`src/rtl/adcb_pkg.sv`:
```
package adcb_pkg;

   localparam int BYTE_W = 8;
   localparam int CODE_W = 12;
   localparam int CHAN_W = 3;
   localparam int PD_W   = 2;
   localparam int NIB_W  = CODE_W - BYTE_W;

   // bit positions the converter decodes
   localparam int BIT_BIP = 3;
   localparam int BIT_RNG = 4;
   localparam int BIT_ACQ = 5;
   localparam int PD_LSB  = 6;

   typedef enum logic [3:0] {
      ST_IDLE,
      ST_WLOW,
      ST_WHOLD,
      ST_GAP,
      ST_WAIT,
      ST_RLO,
      ST_RMID,
      ST_RHI,
      ST_RESP
   } adcb_state_e;

   typedef struct packed {
      logic [CHAN_W-1:0] chan;
      logic              rng;
      logic              bip;
      logic              ext;
      logic [PD_W-1:0]   pd_a;
      logic [PD_W-1:0]   pd_b;
   } adcb_req_t;

endpackage

```
`src/rtl/adcb_ctrl_byte.sv`:
```
module adcb_ctrl_byte
   import adcb_pkg::*;
(
   input  adcb_req_t         req,
   input  logic              second,
   output logic [BYTE_W-1:0] byte_o
);

   always_comb begin
      byte_o                  = '0;
      byte_o[CHAN_W-1:0]      = req.chan;
      byte_o[BIT_BIP]         = req.bip;
      byte_o[BIT_RNG]         = req.rng;
      byte_o[BIT_ACQ]         = req.ext & ~second;
      byte_o[PD_LSB +: PD_W]  = second ? req.pd_b : req.pd_a;
   end

endmodule

```
`src/rtl/adcb_timer.sv`:
```
module adcb_timer #(
   parameter int W = 8
) (
   input  logic         clk,
   input  logic         rst_n,
   input  logic         load,
   input  logic [W-1:0] load_val,
   output logic         done
);

   generate
      if (W < 1) begin : g_bad_w
         $error("adcb_timer: W must be at least 1");
      end
   endgenerate

   logic [W-1:0] cnt_q;

   always_ff @(posedge clk or negedge rst_n) begin
      if (!rst_n) begin
         cnt_q <= '0;
      end else if (load) begin
         cnt_q <= (load_val == '0) ? '0 : load_val - 1'b1;
      end else if (cnt_q != '0) begin
         cnt_q <= cnt_q - 1'b1;
      end
   end

   assign done = (cnt_q == '0);

   // a nonzero count is only ever left by counting down or reloading
   a_r3_count_step : assert property (@(posedge clk) disable iff (!rst_n)
      (!load && !done) |=> (cnt_q < $past(cnt_q)));

endmodule

```
`src/rtl/adcb_sync.sv`:
```
module adcb_sync #(
   parameter int STAGES = 2
) (
   input  logic clk,
   input  logic rst_n,
   input  logic d,
   output logic q
);

   generate
      if (STAGES > 4) begin : g_bad_stages
         $error("adcb_sync: STAGES must be 0..4");
      end
      if (STAGES == 0) begin : g_bypass
         assign q = d;
      end else begin : g_chain
         logic [STAGES-1:0] r_q;
         always_ff @(posedge clk or negedge rst_n) begin
            if (!rst_n) begin
               r_q <= '1;
            end else begin
               r_q[0] <= d;
               for (int i = 1; i < STAGES; i++) begin
                  r_q[i] <= r_q[i-1];
               end
            end
         end
         assign q = r_q[STAGES-1];
      end
   endgenerate

endmodule

```
`src/rtl/adcb_result.sv`:
```
module adcb_result
   import adcb_pkg::*;
#(
   parameter int OUT_W = 16
) (
   input  logic [BYTE_W-1:0] lo,
   input  logic [NIB_W-1:0]  hi,
   input  logic              bip,
   output logic [CODE_W-1:0] code,
   output logic [OUT_W-1:0]  value
);

   localparam int EXT_W = OUT_W - CODE_W;

   assign code = {hi, lo};

   generate
      if (OUT_W < CODE_W) begin : g_bad_out
         $error("adcb_result: OUT_W must be at least 12");
      end else if (OUT_W == CODE_W) begin : g_same
         assign value = code;
      end else begin : g_wide
         assign value = bip ? {{EXT_W{code[CODE_W-1]}}, code}
                            : {{EXT_W{1'b0}}, code};
      end
   endgenerate

endmodule

```
`src/rtl/adc_bus_host.sv`:
```
module adc_bus_host
   import adcb_pkg::*;
#(
   parameter int CNT_W       = 8,
   parameter int TO_W        = 16,
   parameter int SYNC_STAGES = 2,
   parameter int OUT_W       = 16
) (
   input  logic             clk,
   input  logic             rst_n,
   input  logic             req_valid,
   output logic             req_ready,
   input  logic [2:0]       req_chan,
   input  logic             req_range,
   input  logic             req_bipolar,
   input  logic             req_ext_acq,
   input  logic [1:0]       req_pd_first,
   input  logic [1:0]       req_pd_second,
   input  logic [CNT_W-1:0] cfg_wr_low,
   input  logic [CNT_W-1:0] cfg_wr_hold,
   input  logic [CNT_W-1:0] cfg_acq_gap,
   input  logic [CNT_W-1:0] cfg_rd_low,
   input  logic [TO_W-1:0]  cfg_timeout,
   output logic             bus_cs_n,
   output logic             bus_wr_n,
   output logic             bus_rd_n,
   output logic             bus_hben,
   output logic [7:0]       bus_d_out,
   output logic             bus_d_oe,
   input  logic [7:0]       bus_d_in,
   input  logic             bus_int_n,
   output logic             rsp_valid,
   input  logic             rsp_ready,
   output logic [11:0]      rsp_code,
   output logic [OUT_W-1:0] rsp_value,
   output logic             rsp_timeout
);

   generate
      if (CNT_W < 1) begin : g_bad_cnt
         $error("adc_bus_host: CNT_W must be at least 1");
      end
      if (TO_W < 2) begin : g_bad_to
         $error("adc_bus_host: TO_W must be at least 2");
      end
      if (OUT_W < CODE_W) begin : g_bad_out
         $error("adc_bus_host: OUT_W must be at least 12");
      end
   endgenerate

   adcb_state_e state_q, state_d;
   adcb_req_t   req_q;
   logic        second_q;
   logic [BYTE_W-1:0] lo_q;
   logic [NIB_W-1:0]  hi_q;
   logic        to_q;

   logic        int_sync, int_low;
   logic        st_done, to_done;
   logic        st_load, to_load;
   logic [CNT_W-1:0]  st_val;
   logic [BYTE_W-1:0] ctrl_byte;

   // completion line into the clock domain
   adcb_sync #(.STAGES(SYNC_STAGES)) u_sync (
      .clk   (clk),
      .rst_n (rst_n),
      .d     (bus_int_n),
      .q     (int_sync)
   );
   assign int_low = ~int_sync;

   adcb_ctrl_byte u_byte (
      .req    (req_q),
      .second (second_q),
      .byte_o (ctrl_byte)
   );

   // strobe-phase timer, reloaded on every state change
   always_comb begin
      case (state_d)
         ST_WLOW:  st_val = cfg_wr_low;
         ST_WHOLD: st_val = cfg_wr_hold;
         ST_GAP:   st_val = cfg_acq_gap;
         ST_RLO,
         ST_RHI:   st_val = cfg_rd_low;
         default:  st_val = '0;
      endcase
   end
   assign st_load = (state_d != state_q);

   adcb_timer #(.W(CNT_W)) u_st_tmr (
      .clk      (clk),
      .rst_n    (rst_n),
      .load     (st_load),
      .load_val (st_val),
      .done     (st_done)
   );

   assign to_load = (state_d == ST_WAIT) && (state_q != ST_WAIT);

   adcb_timer #(.W(TO_W)) u_to_tmr (
      .clk      (clk),
      .rst_n    (rst_n),
      .load     (to_load),
      .load_val (cfg_timeout),
      .done     (to_done)
   );

   // next-state logic
   always_comb begin
      state_d = state_q;
      case (state_q)
         ST_IDLE:  if (req_valid) state_d = ST_WLOW;
         ST_WLOW:  if (st_done) state_d = ST_WHOLD;
         ST_WHOLD: if (st_done) state_d = (req_q.ext && !second_q) ? ST_GAP : ST_WAIT;
         ST_GAP:   if (st_done) state_d = ST_WLOW;
         ST_WAIT: begin
            if (int_low)      state_d = ST_RLO;
            else if (to_done) state_d = ST_RESP;
         end
         ST_RLO:   if (st_done) state_d = ST_RMID;
         ST_RMID:  state_d = ST_RHI;
         ST_RHI:   if (st_done) state_d = ST_RESP;
         ST_RESP:  if (rsp_ready) state_d = ST_IDLE;
         default:  state_d = ST_IDLE;
      endcase
   end

   always_ff @(posedge clk or negedge rst_n) begin
      if (!rst_n) begin
         state_q  <= ST_IDLE;
         req_q    <= '0;
         second_q <= 1'b0;
         lo_q     <= '0;
         hi_q     <= '0;
         to_q     <= 1'b0;
      end else begin
         state_q <= state_d;
         if (state_q == ST_IDLE && req_valid) begin
            req_q.chan <= req_chan;
            req_q.rng  <= req_range;
            req_q.bip  <= req_bipolar;
            req_q.ext  <= req_ext_acq;
            req_q.pd_a <= req_pd_first;
            req_q.pd_b <= req_pd_second;
            second_q   <= 1'b0;
         end
         if (state_q == ST_GAP && st_done) begin
            second_q <= 1'b1;
         end
         if (state_q == ST_RLO && st_done) begin
            lo_q <= bus_d_in;
         end
         if (state_q == ST_RHI && st_done) begin
            hi_q <= bus_d_in[NIB_W-1:0];
            to_q <= 1'b0;
         end
         if (state_q == ST_WAIT && !int_low && to_done) begin
            lo_q <= '0;
            hi_q <= '0;
            to_q <= 1'b1;
         end
      end
   end

   // bus strobes decoded from state
   assign bus_cs_n  = !(state_q inside {ST_WLOW, ST_WHOLD, ST_RLO, ST_RMID, ST_RHI});
   assign bus_wr_n  = (state_q != ST_WLOW);
   assign bus_rd_n  = !(state_q inside {ST_RLO, ST_RHI});
   assign bus_hben  = (state_q inside {ST_RMID, ST_RHI});
   assign bus_d_oe  = (state_q inside {ST_WLOW, ST_WHOLD});
   assign bus_d_out = bus_d_oe ? ctrl_byte : '0;

   assign req_ready   = (state_q == ST_IDLE);
   assign rsp_valid   = (state_q == ST_RESP);
   assign rsp_timeout = to_q;

   adcb_result #(.OUT_W(OUT_W)) u_res (
      .lo    (lo_q),
      .hi    (hi_q),
      .bip   (req_q.bip),
      .code  (rsp_code),
      .value (rsp_value)
   );

   a_r10_strobes_apart : assert property (@(posedge clk) disable iff (!rst_n)
      !(!bus_wr_n && !bus_rd_n));

   a_r10_strobe_under_cs : assert property (@(posedge clk) disable iff (!rst_n)
      (!bus_wr_n || !bus_rd_n) |-> !bus_cs_n);

   a_r10_release_bus : assert property (@(posedge clk) disable iff (!rst_n)
      bus_cs_n |-> !bus_d_oe);

   a_r3_byte_steady : assert property (@(posedge clk) disable iff (!rst_n)
      (bus_d_oe && $past(bus_d_oe) && !$past(bus_wr_n, 1) && !bus_wr_n) |-> $stable(bus_d_out));

   a_r9_busy_not_ready : assert property (@(posedge clk) disable iff (!rst_n)
      rsp_valid |-> !req_ready);

   a_r9_rsp_hold : assert property (@(posedge clk) disable iff (!rst_n)
      (rsp_valid && !rsp_ready) |=> (rsp_valid && $stable(rsp_code) && $stable(rsp_timeout)));

   a_r8_timeout_zero : assert property (@(posedge clk) disable iff (!rst_n)
      (rsp_valid && rsp_timeout) |-> (rsp_code == '0));

   a_r5_read_after_wait : assert property (@(posedge clk) disable iff (!rst_n)
      ($fell(bus_rd_n) && !bus_hben) |-> ($past(state_q) == ST_WAIT));

endmodule

```
`config.mk`:
```
export PLATFORM = sky130hd
export DESIGN_NAME = adc_bus_host
export DESIGN_NICKNAME = d
export VERILOG_FILES = /design/src/rtl/adcb_pkg.sv /design/src/rtl/adcb_ctrl_byte.sv /design/src/rtl/adcb_timer.sv /design/src/rtl/adcb_sync.sv /design/src/rtl/adcb_result.sv /design/src/rtl/adc_bus_host.sv
export SDC_FILE = /design/constraint.sdc
export NUM_CORES = 1
export LEC_CHECK = 0
export ABC_AREA = 1
export BUFFER_PORTS_ARGS = -buffer_cell sky130_fd_sc_hd__buf_4
export CORE_MARGIN = 2
export CORE_UTILIZATION = 50
export DETAILED_ROUTE_END_ITERATION = 10
export PLACE_DENSITY = 0.77
export SLEW_MARGIN = 20
export SYNTH_ARGS = -nofsm -noshare
export SYNTH_HDL_FRONTEND = slang
export SYNTH_SLANG_ARGS = --single-unit
```
`constraint.sdc`:
```
create_clock -name clk -period 3.4 [get_ports clk]
set_input_delay 0.34 -clock clk [delete_from_list [all_inputs] [get_ports clk]]
set_output_delay 0.34 -clock clk [all_outputs]
set_load 0.005 [all_outputs]
```
## Word level (Yosys, flattened, before mapping)

Cells that the tools add are included.

| operators by class | value |
|---|---|
| eq/ne operators | 17 |
| $add $sub $neg | 4 |
| bitwise logic cells | 2 |
| reductions and logical operators | 28 |
| multiplexer cells | 29 |

Operators with widths:

| cell | count |
|---|---|
| $mux W16 | 4 |
| $mux W8 | 6 |
| $mux W4 | 11 |
| $pmux W4 S9 | 1 |
| $logic_not A16 Y1 | 2 |
| $pmux W8 S4 | 1 |
| $sub A16 B1 Y16 const B | 2 |
| $eq A4 B3 Y1 const B | 7 |
| $eq A4 B2 Y1 const B | 4 |
| $logic_not A8 Y1 | 2 |
| $reduce_bool A16 Y1 | 1 |
| $reduce_bool A2 Y1 | 8 |
| $sub A8 B1 Y8 const B | 2 |
| $eq A4 B1 Y1 const B | 2 |
| $logic_and A1 B1 Y1 | 8 |
| $reduce_bool A8 Y1 | 1 |
| $reduce_bool A5 Y1 | 1 |
| $eq A4 B4 Y1 const B | 1 |
| $logic_not A4 Y1 | 1 |
| $mux W1 | 4 |
| $ne A4 B1 Y1 const B | 1 |
| $ne A4 B3 Y1 const B | 1 |
| $ne A4 B4 Y1 | 1 |
| $logic_not A1 Y1 | 3 |
| 5 further kinds | 5 |

| word-level totals | value |
|---|---|
| bits of input ports | 71 |
| flip-flop bits (word level) | 54 |

## Logic depth before layout (Yosys ltp)

Gate-level depths: netlist of run 1.

| logic depth | value |
|---|---|
| word-level depth | 11 |
| depth in mapped cells | 23 |
| mapped depth without buffers | 23 |

## Cells and area by module

From an unflattened synthesis of run 1, not the netlist that was laid out.

| unflattened totals | value |
|---|---|
| cell total of the unflattened synthesis | 702 |
| area total of the unflattened synthesis | 4623.2 um^2 |

Modules (own cells, without submodules):

| module | times used | area an instance (um^2) | sequential area each (um^2) | cells an instance |
|---|---|---|---|---|
| adc_bus_host | 1 | 1871.8 | 700.7 | 279 |
| adcb_timer at u_to_tmr | 1 | 1680.4 | 400.4 | 263 |
| adcb_timer at u_st_tmr | 1 | 737.0 | 200.2 | 115 |
| adcb_result | 1 | 210.2 | 0.0 | 29 |
| adcb_ctrl_byte | 1 | 71.3 | 0.0 | 14 |
| adcb_sync | 1 | 52.6 | 52.6 | 2 |

## Worst setup path after synthesis of run 1

Ideal clock, no wire load.

| path | value |
|---|---|
| kind | register -> register |
| start | reg u_to_tmr.cnt_q[0] |
| end | reg u_st_tmr.cnt_q[3] |
| path buffers | 1 |
| slack | 0.770 ns |
| arrival time | 2.552 ns |
| stages on the path, launching flop included | 21 |
| period minus slack after synthesis | 2.630 ns |
| required time | 3.323 ns |
| cell sequence | dfrtp_1 inv_1 ha_1 inv_1 nor2_1 nand2_1 nor2_4 nand2_2 a21oi_2 nand2_4 nor2_8 buf_6 nand3_1 o21ai_1 nor2_2 ha_1 inv_1 nor2_2 a21oi_4 nand3_1 a21oi_1 |

| on the way | value |
|---|---|
| longest elaborated chain between the ends | 10 |

RTL lines:

| element | line | text |
|---|---|---|
| from (decl) | adcb_timer.sv:17 | `logic [W-1:0] cnt_q;` |
| from (signal assigned) | adcb_timer.sv:23 | `cnt_q <= (load_val == '0) ? '0 : load_val - 1'b1;` |
| from (signal assigned) | adcb_timer.sv:25 | `cnt_q <= cnt_q - 1'b1;` |
| $logic_not A16 Y1 * | adcb_timer.sv:29 | `assign done = (cnt_q == '0);` |
| $mux W4 * | adc_bus_host.sv:120 | `else if (to_done) state_d = ST_RESP;` |
| $mux W4 * | adc_bus_host.sv:119 | `if (int_low) state_d = ST_RLO;` |
| $pmux W4 S9 * | adc_bus_host.sv:113 | `case (state_q)` |
| named net state_d[2] | adc_bus_host.sv:51 | `adcb_state_e state_q, state_d;` |
| $eq A4 B3 Y1 | adc_bus_host.sv:81 | `case (state_d)` |
| $reduce_or A2 Y1 | adc_bus_host.sv:81 |  |
| $pmux W8 S4 | adc_bus_host.sv:81 |  |
| $sub A8 B1 Y8 / $logic_not A8 Y1 (equally long branches) | adcb_timer.sv:23 |  |
| $mux W8 | adcb_timer.sv:23 |  |
| $mux W8 | adcb_timer.sv:22 | `end else if (load) begin` |
| to (signal assigned) | adcb_timer.sv:23 |  |
| to (signal assigned) | adcb_timer.sv:25 |  |
| to (decl) | adcb_timer.sv:17 |  |

The timed path passes the listed nets; every way through them passes the cells marked *.
A chain may end at the register's enable or synchronous reset.

## Worst setup path in the final report of run 1

| path | value |
|---|---|
| start | reg u_st_tmr.cnt_q[0] |
| end | reg u_st_tmr.cnt_q[3] |

| on the way | value |
|---|---|
| longest elaborated chain between the ends | 9 |

RTL lines:

| element | line |
|---|---|
| $logic_not A8 Y1 | adcb_timer.sv:29 |
| $mux W4, on equally long branches | - |
| $pmux W4 S9 | adc_bus_host.sv:113 |
| $eq A4 B3 Y1 | adc_bus_host.sv:81 |
| $reduce_or A2 Y1 | adc_bus_host.sv:81 |
| $pmux W8 S4 | adc_bus_host.sv:81 |
| $sub A8 B1 Y8 / $logic_not A8 Y1 (equally long branches) | adcb_timer.sv:23 |
| $mux W8 | adcb_timer.sv:23 |
| $mux W8 | adcb_timer.sv:22 |

Parallel ways exist; a longest one is shown, timed or not. The select of a mux whose other input is x is not followed.

==> metrics.md, run 1 <==
| Metric | Value |
|---|---|
| Layout cells sized above 1 | 26.9% |
| Worst Tran Pin Value | 0.660 ns |
| Share of Yosys cell area claimed by the top area cell type | 32.3% |
| Clock Skew | 0.00908 ns |
| NumNets Final | 741 |
| Worst-path fanout max | 15 |
| GR Layer Usage met3 | 3.93% |
| I/O pin cnt | around 120 |
| Post-CTS Hold Fix Bufs | 0 |
| GRT met1 Usage | between 30% and 40% |
| Max H-tree Level | 2 |
| Bufs on Longest Clock Path | 2 |
| FF/Latch Area | 1350 µm² |
| Overall routing resource usage | 24.7% |
| Crit path buffers/inverters | 4 |
| N_diodes | 0 |
| Library cells used by synthesis | 44 |
| 1st-iter DRT viols | ~230 |
| Global-route wire length before repair | 17.5 mm |
| Register area share after synthesis | 33.6% |
| Worst r2r src | u_st_tmr.cnt_q[0] |
| Final GP Congestion | ~0.93 |
| RSZ-0062 raised after global routing | false |
| Top cells by area, synth | dfrtp_1, nand2_1, inv_1 |
| Pre-antenna DRT Iters | 5 |
| Startpoint class of the critical path | register |
| Final setup violation count | 0 |
| PortBufs | 114 |
| Grt met2 use | 43.6% |
| EDFF count, synth | 0 |
| Fillers | 686 |
| Vias per Instance | ~5.2 |
| Ys Warns | 0 |
| P per Cell Area | 764 nW/µm² |
| Flops & latches, synth | between 50 and 60 |
| Num Clock Sinks | 54 |
| WP data required | 3.64 ns |
| Area delta synth->final | 23.1% |
| Initial core utilization | 51.8% |
| Ys flop type | dfrtp_1 |
| Asr flop ratio synth | 100% |
| Critical path's top delay family | simple AND/OR/NAND/NOR gates |
| CTS resizes | 0 |
| Cells after Synth | 562 |
| Nature of the critical path endpoint | register |
| Clock Latency Late Sink | 0.31 ns |
| Setup TNS Final | 0 ns |
| CTS tree | built |
| Die height | 93.7 µm |
| Core Area | 7770 µm² |
| Outcome | finished, final reports clean |
| Cts bufs inserted | 5 |
| Drt wl/cell | approximately 14 µm |
| Clock slew at reported path FFs | 0.10 ns |
| Final WL | 10.5 mm |
| Cell taking the most area after synthesis | dfrtp_1 |
| Total die area | 8790 µm² |
| Syn avg cell area | 7.16 µm² |
| CP Launch Point | u_st_tmr.cnt_q[0] |
| Initial antenna violation count | 0 |
| Post-CTS Setup Repair Bufs | 0 |
| Layer with the highest usage | met2 |
| Period utilisation layout | 89.2% |
| Multi-input combinational cell area | 2220 µm² |
| DIE WIDTH | roughly 94 µm |
| Hold WC Path Type | in2async |
| Post-route DRC violation count | 0 |
| Leak Pwr | roughly 2.5 nW |
| VDD IR max | 450 µV |
| Site row count | 32 |
| Total number of vias | ~4000 |
| CP max stage cell | dfrtp_1 |
| Final hold vios | 0 |
| CP arrival | 3.27 ns |
| Syn Nets | 639 |
| DP HPWL | between 8 and 9 mm |
| Grt ovf | 0 |
| Slew headroom | 56.0% |
| Slew Limit Fails | 0 |
| Worst path cell trace | inv_1 -> ha_1 -> nand2_2 -> nor2_8 -> inv_4 -> nor2_4 -> a21oi_1 -> nand2_2 -> nand2_1 -> inv_2 -> nand3_1 -> o21ai_1 -> nor2_2 -> ha_1 -> inv_1 -> nor2_2 -> a21oi_4 -> nand3_1 -> a21oi_1 |
| CP max stage delay | 0.39 ns |
| Mapped cell area | around 4000 µm² |
| CP Class | reg2reg |
| Core Util, Final | between 60 and 70% |
| Max-cap violations | 0 |
| Clock Tree Root | clkbuf_8 |
| Largest net degree at the start of global routing | 55 |
| Fmax | ~0.33 GHz |
| Vias in the first global route | 3904 |
| Antenna-violating nets left | 0 |
| Final Critical Period | 3.03 ns |
-- path summary, 6_finish.rpt --
kind / endpoint / slack (ns) / cells after the start
hold reg to reg: u_sync.g_chain.r_q[1] / 0.36 / 0
hold / removal: lo_q[0] / 0.04 / 1
max in group asynchronous: u_to_tmr.cnt_q[3] / 2.91 / 1
min in group clk: u_sync.g_chain.r_q[0] / 0.13 / 1
setup / recovery: u_st_tmr.cnt_q[3] / 0.37 / 19
setup reg to reg: u_st_tmr.cnt_q[3] / 0.37 / 19
-- flip-flops by register name (all words and copies together), names as in the netlist --
name                cells
u_to_tmr.cnt_q         16
req_q                  10
lo_q                    8
u_st_tmr.cnt_q          8
hi_q                    4
state_q                 4
u_sync.g_chain.r_q      2
rsp_timeout             1
second_q                1
-- worst reg2reg max path, stage by stage (launching register included) --
cell and delay (ns):
dfrtp_1 0.39, inv_1 0.09, ha_1 0.23, nand2_2 0.15, nor2_8 0.23, inv_4 0.09
nor2_4 0.17, a21oi_1 0.08, nand2_2 0.26, nand2_1 0.12, inv_2 0.11, nand3_1 0.07
o21ai_1 0.14, nor2_2 0.09, ha_1 0.18, inv_1 0.06, nor2_2 0.05, a21oi_4 0.22
nand3_1 0.11, a21oi_1 0.14
-- per-layer routing --
layer	vias up	share of wire, %
li1	1998	-
met1	1852	40
met2	140	52
met3	18	6.2
met4	0	1.7
met5	-	0
-- cell usage in the layout (no fill, tap or decap), drive strengths merged, types with 3 or more instances in the layout --
| cell type | n |
|---|---|
| o21ai | 37 |
| nand2 | 147 |
| clkbuf | 6 |
| inv | 74 |
| xnor2 | 8 |
| buf | 116 |
| ha | 6 |
| nor3 | 10 |
| xor2 | 15 |
| dfrtp | 52 |
| o31ai | 3 |
| nand4 | 11 |
| a21oi | 24 |
| nand3 | 52 |
| nor2 | 82 |
-- where the power goes --
| part | internal [W] | switching (W) | leakage, nW | total, W |
|---|---|---|---|---|
| clock network | 0.000164 | 0.000211 | 0.0472 | 0.000375 |
| registers | 0.000864 | 0.000179 | 0.618 | 0.00104 |
| logic | 0.000918 | 0.00145 | 1.88 | 0.00237 |
| total | 0.00195 | 0.00184 | 2.55 | 0.00379 |
-- synth_stat cells, types with 2 or more instances --
cell and count:
inv_1 67, nor3_1 9, a21oi_4 2, o22ai_1 2, nor2_2 13, a21oi_1 21, nand2_4 2, inv_2 6
nor2_4 10, nand4_1 11, o21ai_0 34, nand2_1 134, xnor2_1 8, nand3_4 2, xor2_1 15, nand3_2 2
buf_6 3, nor2_8 2, nor2_1 57, buf_4 17, nand2_2 11, o31ai_1 3, nand3b_1 2, o21ai_1 3
dfrtp_1 52, a22o_1 2, a22oi_1 2, ha_1 6, dfstp_2 2, nand3_1 48
-- through the flow --
stage	power [W]	cell area [µm²]	cells	setup slack, ns	hold WS, ns
2_1_floorplan	0.00281	4030	562	0.770	0.0444
6_report	0.00379	4950	767	0.368	0.0449
5_1_grt	0.00417	4950	767	0.0600	0.0999
3_5_place_dp	0.00340	4860	759	0.436	0.348
3_3_place_gp	0.00333	4860	759	0.588	0.346
4_1_cts	0.00378	4950	767	0.410	0.0728
-- cell type report --
| class | count | share of cell area [%] |
|---|---|---|
| multi-input combinational | 412 | 44.9 |
| inverter | 75 | 5.73 |
| clock buffer | 6 | 1.67 |
| clock inverter | 2 | 0.253 |
| sequential | 54 | 27.3 |
| timing repair buffer | 116 | 17.6 |
| tap | 102 | 2.58 |
-- cells by family (layout without fill, tap and decap cells) --
group                      after synthesis  in the layout  synth area share [%]
AOI/OAI and AO/OA                       78             78                  11.5
DFF                                     54             54                  33.6
buffers and inverters                   96            199                  11.2
xor gates and xnor gates                23             23                  5.00
adders and majority gates                6              6                  1.86
and+or+nand+nor                        305            305                  36.8
(Power assumes the default switching activity.)
==> run 2: changes to the inputs <==
--- a/config.mk
+++ b/config.mk
@@ -10,8 +10,9 @@
 export CORE_MARGIN = 2
 export CORE_UTILIZATION = 50
 export DETAILED_ROUTE_END_ITERATION = 10
-export PLACE_DENSITY = 0.77
+export PLACE_DENSITY = 0.76
 export SLEW_MARGIN = 20
 export SYNTH_ARGS = -nofsm -noshare
 export SYNTH_HDL_FRONTEND = slang
+export SYNTH_HIERARCHICAL = 1
 export SYNTH_SLANG_ARGS = --single-unit
==> run 2 against run 1 <==
  * Sequential share of layout area is 3.4 points lower
  * Wire length is 9.9% higher
  * Area after synthesis is 15% higher
  * Utilization is 1.7 points lower
  * Maximum frequency is 5.8% lower
  * Global-route usage is 2.5 points lower
  * Die area is 14% higher
  * Via count is 15% higher
  * Critical path depth is 5 higher
  * Non-clock buffer count is 21 higher
  * Final cell count is 20% higher
  * Combinational power is 56% higher
  * Critical endpoint is now u_st_tmr/cnt_q[1]
==> metrics.md, run 2 <==
| Metric | Value |
|---|---|
| Outcome | finished, final reports clean |
| Worst-path fanout max | 8 (-7) |
| Worst Tran Pin Value | 0.668 ns (+0.00794 ns) |
| WP data required | 3.65 ns (about the same) |
| Layout cells sized above 1 | 29.9% (+3.0 points) |
| Total number of vias | 4628 (+15%) |
| Clock Skew | 0.0108 ns (+0.00172 ns) |
| DP HPWL | 8.91 mm (+6.6%) |
| Share of Yosys cell area claimed by the top area cell type | 28.1% (-4.2 points) |
| CP Class | reg2reg |
| Pre-CTS setup slack | 0.0448 ns (-0.391 ns) |
| 1st-iter DRT viols | 260 (+15%) |
| Clock Latency Late Sink | 0.31 ns (about the same) |
| PortBufs | 114 (unchanged) |
| Area delta synth->final | 22.3% |
| I/O pin cnt | 115 (unchanged) |
| Antenna-violating nets left | 0 (unchanged) |
| Ys flop type | dfrtp_1 |
| Final worst slack | 0.180 ns (-0.188 ns) |
| Hold WC Path Type | in2async |
| Total die area | 10000 µm² (+14%) |
| Most frequent cell after synthesis | nand2_1 |
| Bufs on Longest Clock Path | 2 (unchanged) |
| Die height | 100 µm (+6.9%) |
| N_diodes | 0 (unchanged) |
| Final hold vios | 0 (unchanged) |
| Overall routing resource usage | 22.2% (-2.5 points) |
| Top reg by flops | u_to_tmr/cnt_q |
| Core Area | 9110 µm² (+17%) |
| Syn Nets | 779 (+22%) |
| Initial core utilization | 50.8% (-1.1 points) |
| Layout Cells excl Fill | 917 (+20%) |
| Nature of the critical path endpoint | register |
| Largest net degree at the start of global routing | 55 (unchanged) |
| Cts bufs inserted | 5 (unchanged) |
| Slew headroom | 55.5% (-0.53 points) |
| Final Critical Period | 3.22 ns (+0.188 ns) |
| Drt wl/cell | 12.5 µm (-8.1%) |
| Max reg flops | 16 (unchanged) |
| Initial antenna violation count | 0 (unchanged) |
| Cells after Synth | 702 (+25%) |
| DIE WIDTH | 100 µm (+6.9%) |
| Library cells used by synthesis | 37 (-16%) |
| Top post-synthesis cells by count | nand2_1, inv_1, nor2_1 |
| Site row count | 35 (+9.4%) |
| Syn avg cell area | 6.59 µm² (-8.1%) |
| Vias in the first global route | 4289 (+9.9%) |
| Startpoint class of the critical path | register |
| Leak Pwr | 3.06 nW (+20%) |
| Slew Limit Fails | 0 (unchanged) |
| Pre-antenna DRT Iters | 5 (unchanged) |
| Period utilisation layout | 94.7% (+5.5 points) |
| Final WL | 11.5 mm (+9.9%) |
| CP arrival | 3.47 ns (+0.20 ns) |
| Vias per Instance | 5.05 (-3.4%) |
| Final setup violation count | 0 (unchanged) |
| Fillers | 839 (+22%) |
| Post-route DRC violation count | 0 (unchanged) |
| NumNets Final | 882 (+19%) |
| EDFF count, synth | 0 (unchanged) |
| Top cells by area, synth | dfrtp_1, nand2_1, inv_1 |
| Most frequent cells in the layout | nand2_1, buf_4, inv_1 |
| Max-cap violations | 0 (unchanged) |
| Grt ovf | 0 (unchanged) |
| Mapped cell area | 4620 µm² (+15%) |
| Fmax | 0.311 GHz (-5.8%) |
| Ys Warns | 6 (+6) |
| Placed Cells | 892 (+18%) |
| CTS tree | built |
| P per Cell Area | 922 nW/µm² (+21%) |
| Asr flop ratio synth | 100% (unchanged) |
| Flops & latches, synth | 54 (unchanged) |
| Clock slew at reported path FFs | 0.10 ns (about the same) |
| Register area share after synthesis | 29.3% (-4.3 points) |
| Global-route wire length before repair | 18.5 mm (+5.9%) |
| Cell taking the most area after synthesis | dfrtp_1 |
| Leading registers by flop count | u_to_tmr/cnt_q: 16 flops, req_q: 10 flops |
| Final GP Congestion | 0.955 (+2.8%) |
| Num Clock Sinks | 54 (unchanged) |
| Clock Tree Root | clkbuf_8 |
| Max H-tree Level | 2 (unchanged) |
| Commonest non-fill, non-tap cell in the layout | nand2_1 |
| VDD IR max | 520 µV (+16%) |
==> run 2: cell count changes after synthesis, moves of 12 or more <==
cell | before | now
a21oi_2 | 1 | 13
nand2_1 | 134 | 211
buf_4 | 17 | 34
nor2_1 | 57 | 85
inv_1 | 67 | 97
o21ai_0 | 34 | 18
==> run 2: worst max-delay path: stages (launching register included) <==
cell	delay, ns
dfrtp_1	0.41
inv_1	0.13
ha_4	0.15
inv_2	0.04
nor2_4	0.15
nand4_4	0.11
nor2_4	0.23
buf_6	0.14
nand2_1	0.06
nand2_2	0.09
nand3_4	0.10
nor2_4	0.27
clkinv_4	0.15
nor3_2	0.18
nor2_1	0.05
nand2_1	0.09
inv_2	0.06
ha_1	0.19
nand3_1	0.09
nor2_2	0.06
nor2_4	0.17
nand2_1	0.09
nand2_1	0.06
nand2_1	0.04
nand2_1	0.05
==> run 2: through the flow <==
| step | utilization (%) | TNS (ns) | hold WS [ns] | instance area [µm²] | power [W] |
|---|---|---|---|---|---|
| CTS | 59.9 | 0 | 0.0886 | 5460 | 0.00490 |
| detailed placement | 58.9 | 0 | 0.351 | 5370 | 0.00453 |
| global placement | 58.9 | 0 | 0.347 | 5370 | 0.00440 |
| global route | 62.1 | -0.274 | 0.115 | 5660 | 0.00576 |
| floorplan | - | 0 | 0.0444 | 4620 | 0.00378 |
| finish | 62.1 | 0 | 0.0634 | 5660 | 0.00521 |
==> run 2: worst paths after layout <==
kind	start	endpoint	slack (ns)	depth (start not counted)
max	u_st_tmr/cnt_q[1]	u_st_tmr/cnt_q[1]	0.18	24
min reg2reg	u_sync/g_chain.r_q[0]	u_sync/g_chain.r_q[1]	0.36	0
max in group asynchronous	rst_n	lo_q[7]	2.90	1
max reg2reg	u_st_tmr/cnt_q[1]	u_st_tmr/cnt_q[1]	0.18	24
min	rst_n	u_to_tmr/cnt_q[13]	0.06	1
min in group clk	bus_int_n	u_sync/g_chain.r_q[0]	0.15	1
==> run 2: cells by family after synthesis <==
group,Yosys count,share of synthesized area (%)
compound gates,53,7.20
xor+xnor,10,1.89
fa+ha+maj,6,1.62
buf+inv,152,15.5
flops,54,29.3
simple gates,427,44.5
==> run 2: timing repair <==
item / CTS / global route
resized for setup: 0 / 22
hold buffers: 0 / 0
setup endpoints to repair: 0 / 8
hold endpoints to repair: 0 / 0
setup buffers: 0 / 17
==> run 2: where the power goes <==
part           leakage [nW]  switching (W)  internal, W  total (W)
logic                  2.38        0.00225      0.00144    0.00369
registers             0.636       0.000248     0.000918    0.00117
clock network        0.0452       0.000212     0.000146   0.000358
total                  3.06        0.00271      0.00250    0.00521
==> run 2: final cells by class <==
type / count / area [µm²] / share of cell area, %
multi-input combinational: 496 / 2620 / 46.3
clock inverter: 2 / 13.8 / 0.243
sequential: 54 / 1350 / 23.9
tap: 111 / 139 / 2.46
inverter: 111 / 427 / 7.54
timing repair buffer: 137 / 1030 / 18.3
clock buffer: 6 / 72.6 / 1.28
==> run 2: metal layers <==
metal / vias to the layer above / track usage (%) / share of wire, %
li1: 2360 / - / -
met1: 2066 / 29.5 / 45
met2: 189 / 38.5 / 48
met3: 13 / 2.16 / 6.4
met4: 0 / 6.43 / 0.96
met5: - / 0 / 0
==> run 3: changes to the inputs <==
--- a/config.mk
+++ b/config.mk
@@ -7,10 +7,13 @@
 export LEC_CHECK = 0
 export ABC_AREA = 1
 export BUFFER_PORTS_ARGS = -buffer_cell sky130_fd_sc_hd__buf_4
+export CELL_PAD_IN_SITES_DETAIL_PLACEMENT = 1
+export CELL_PAD_IN_SITES_GLOBAL_PLACEMENT = 2
 export CORE_MARGIN = 2
-export CORE_UTILIZATION = 50
+export CORE_UTILIZATION = 29
 export DETAILED_ROUTE_END_ITERATION = 10
-export PLACE_DENSITY = 0.76
+export MAX_ROUTING_LAYER = met4
+export PLACE_DENSITY_LB_ADDON = 0.1
 export SLEW_MARGIN = 20
 export SYNTH_ARGS = -nofsm -noshare
 export SYNTH_HDL_FRONTEND = slang
==> run 3 against run 2 <==
  * Critical path depth fell by 2
  * Utilization fell by 24 points
  * Via count fell by 0.45%
  * Hold slack improved by 0.034 ns
  * Final cell count rose by 12%
  * Die area rose by 69%
  * Wire length rose by 23%
  * Clock skew fell by 0.0034 ns
  * Cell area rose by 5.6%
==> metrics.md, run 3 (synthesis gave the netlist of run 2 again) <==
| Metric | Value |
|---|---|
| Vias in the first global route | 4625 (+7.8%) |
| I/O pin cnt | 115 (unchanged) |
| VDD IR max | 310 µV (-40%) |
| Nature of the critical path endpoint | register |
| Core Area | 15700 µm² (+73%) |
| P per Cell Area | 973 nW/µm² (+5.6%) |
| Leading registers by flop count | u_to_tmr/cnt_q: 16 flops, req_q: 10 flops |
| Worst Tran Pin Value | 0.713 ns (+0.0449 ns) |
| CP Class | reg2reg |
| Placed Cells | 1000 (+12%) |
| Period utilisation layout | 94.9% (+0.20 points) |
| Post-route DRC violation count | 0 (unchanged) |
| Startpoint class of the critical path | register |
| Cts bufs inserted | 5 (unchanged) |
| 1st-iter DRT viols | 155 (-40%) |
| R2R cell count | 22 (-8.3%) |
| Site row count | 46 (+31%) |
| Final GP Congestion | 0.875 (-8.3%) |
| Clock Latency Late Sink | 0.30 ns (about the same) |
| Pre-antenna DRT Iters | 4 (-1) |
| Hold WC Path Type | in2async |
| Num Clock Sinks | 54 (unchanged) |
| Max reg flops | 16 (unchanged) |
| Leak Pwr | 3.14 nW (+2.6%) |
| Initial antenna violation count | 0 (unchanged) |
| Slew Limit Fails | 0 (unchanged) |
| Initial core utilization | 29.4% (-21 points) |
| Multi-input combinational cell area | 2670 µm² (+2.1%) |
| Commonest non-fill, non-tap cell in the layout | nand2_1 |
| Fmax | 0.310 GHz (-0.21%) |
| Pre-CTS setup slack | -0.0895 ns (-0.134 ns) |
| N_diodes | 0 (unchanged) |
| Setup TNS Final | 0 ns (unchanged) |
| Global-route wire length before repair | 22.5 mm (+21%) |
| Bufs on Longest Clock Path | 2 (unchanged) |
| Grt ovf | 0 (unchanged) |
| Worst-path fanout max | 8 (unchanged) |
| CP arrival | 3.44 ns (-0.03 ns) |
| Total die area | 17000 µm² (+69%) |
| FF/Latch Area | 1350 µm² (unchanged) |
| WP data required | 3.62 ns (-0.03 ns) |
| PortBufs | 114 (unchanged) |
| DIE WIDTH | 130 µm (+30%) |
| Total number of vias | 4607 (-0.45%) |
| Final setup violation count | 0 (unchanged) |
| Layout cells sized above 1 | 31.8% (+1.9 points) |
| Final Critical Period | 3.23 ns (+0.00692 ns) |
| Die height | 130 µm (+30%) |
| Fillers | 2040 (+140%) |
| Max H-tree Level | 2 (unchanged) |
| Final hold vios | 0 (unchanged) |
| Outcome | finished, final reports clean |
| Largest net degree at the start of global routing | 55 (unchanged) |
| NumNets Final | 888 (+0.68%) |
| Slew headroom | 52.5% (-3.0 points) |
| Area delta synth->final | 29.2% |
| Final WL | 14.1 mm (+23%) |
| Top reg by flops | u_to_tmr/cnt_q |
| Final worst slack | 0.173 ns (-0.00692 ns) |
| Layout Cells excl Fill | 1028 (+12%) |
| Clock slew at reported path FFs | 0.07 ns (-0.03 ns) |
| Post-CTS Hold Fix Bufs | 0 (unchanged) |
| Vias per Instance | 4.48 (-11%) |
| Most frequent cells in the layout | nand2_1, buf_4, inv_1 |
| Clock Skew | 0.00740 ns (-0.00340 ns) |
| Drt wl/cell | 13.8 µm (+9.8%) |
| Max-cap violations | 0 (unchanged) |
| CTS tree | built |
| Total Power | 0.00581 W (+12%) |
| Core Util, Final | 38.0% (-24 points) |
| Antenna-violating nets left | 0 (unchanged) |
| Overall routing resource usage | 17.0% (-5.1 points) |
| DP HPWL | 11.3 mm (+27%) |
| Clock Tree Root | clkbuf_16 |
run 3: worst paths after layout:
kind,startpoint,to,slack (ns)
max in group asynchronous,rst_n,u_to_tmr/cnt_q[13],2.83
worst max register to register,u_st_tmr/cnt_q[0],u_st_tmr/cnt_q[6],0.17
worst min register to register,u_sync/g_chain.r_q[0],u_sync/g_chain.r_q[1],0.36
worst max-delay path,u_st_tmr/cnt_q[0],u_st_tmr/cnt_q[6],0.17
worst min-delay path,rst_n,lo_q[1],0.1
min in group clk,bus_int_n,u_sync/g_chain.r_q[0],0.15
run 3: per-layer routing:
layer	GRT usage [%]	wire length [µm]	vias to the layer above
met1	23.0	6990	2125
met2	28.1	6480	105
li1	-	-	2369
met4	3.16	138	0
met5	-	0	-
met3	1.72	531	8
run 3: layout make-up:
type | instances | area share (%)
inverter | 111 | 7.14
timing repair buffer | 143 | 18.2
tap | 216 | 4.52
clock buffer | 6 | 2.16
clock inverter | 2 | 0.628
sequential | 54 | 22.7
multi-input combinational | 496 | 44.7
run 3: metrics by stage:
stage | area (µm²) | hold WS (ns)
finish | 5970 | 0.0971
detailed placement | 5520 | 0.361
global route | 5970 | 0.141
CTS | 5720 | 0.135
global placement | 5520 | 0.357
floorplan | 4620 | 0.0444
run 3: worst max-delay path: stages, from the launching register on:
cell	delay, ns
dfrtp_1	0.41
inv_2	0.09
ha_2	0.19
inv_2	0.04
nor2_4	0.16
nand4_4	0.11
nor2_4	0.19
buf_4	0.15
nand2_1	0.06
nor2_2	0.12
nor2_1	0.07
nand2_2	0.16
nand3_4	0.21
nor3_4	0.20
nor2_1	0.07
nand2_1	0.05
inv_1	0.09
ha_4	0.17
nand3_2	0.07
nor2_2	0.05
nor2_4	0.22
nand2_1	0.11
a21oi_1	0.16
run 3: report_power, final:
part           internal [W]  switching (W)  total, W
logic               0.00161        0.00245   0.00405
clock network      0.000349       0.000246  0.000594
registers          0.000919       0.000247   0.00117
total               0.00287        0.00294   0.00581
run 3: repair_timing:
action / 4_1_cts / 5_1_grt
resized for setup: 0 / 39
endpoints found under the hold margin: 0 / 0
buffers inserted: 4 / 16
setup endpoints to repair: 8 / 8
pin swaps: 2 / 19
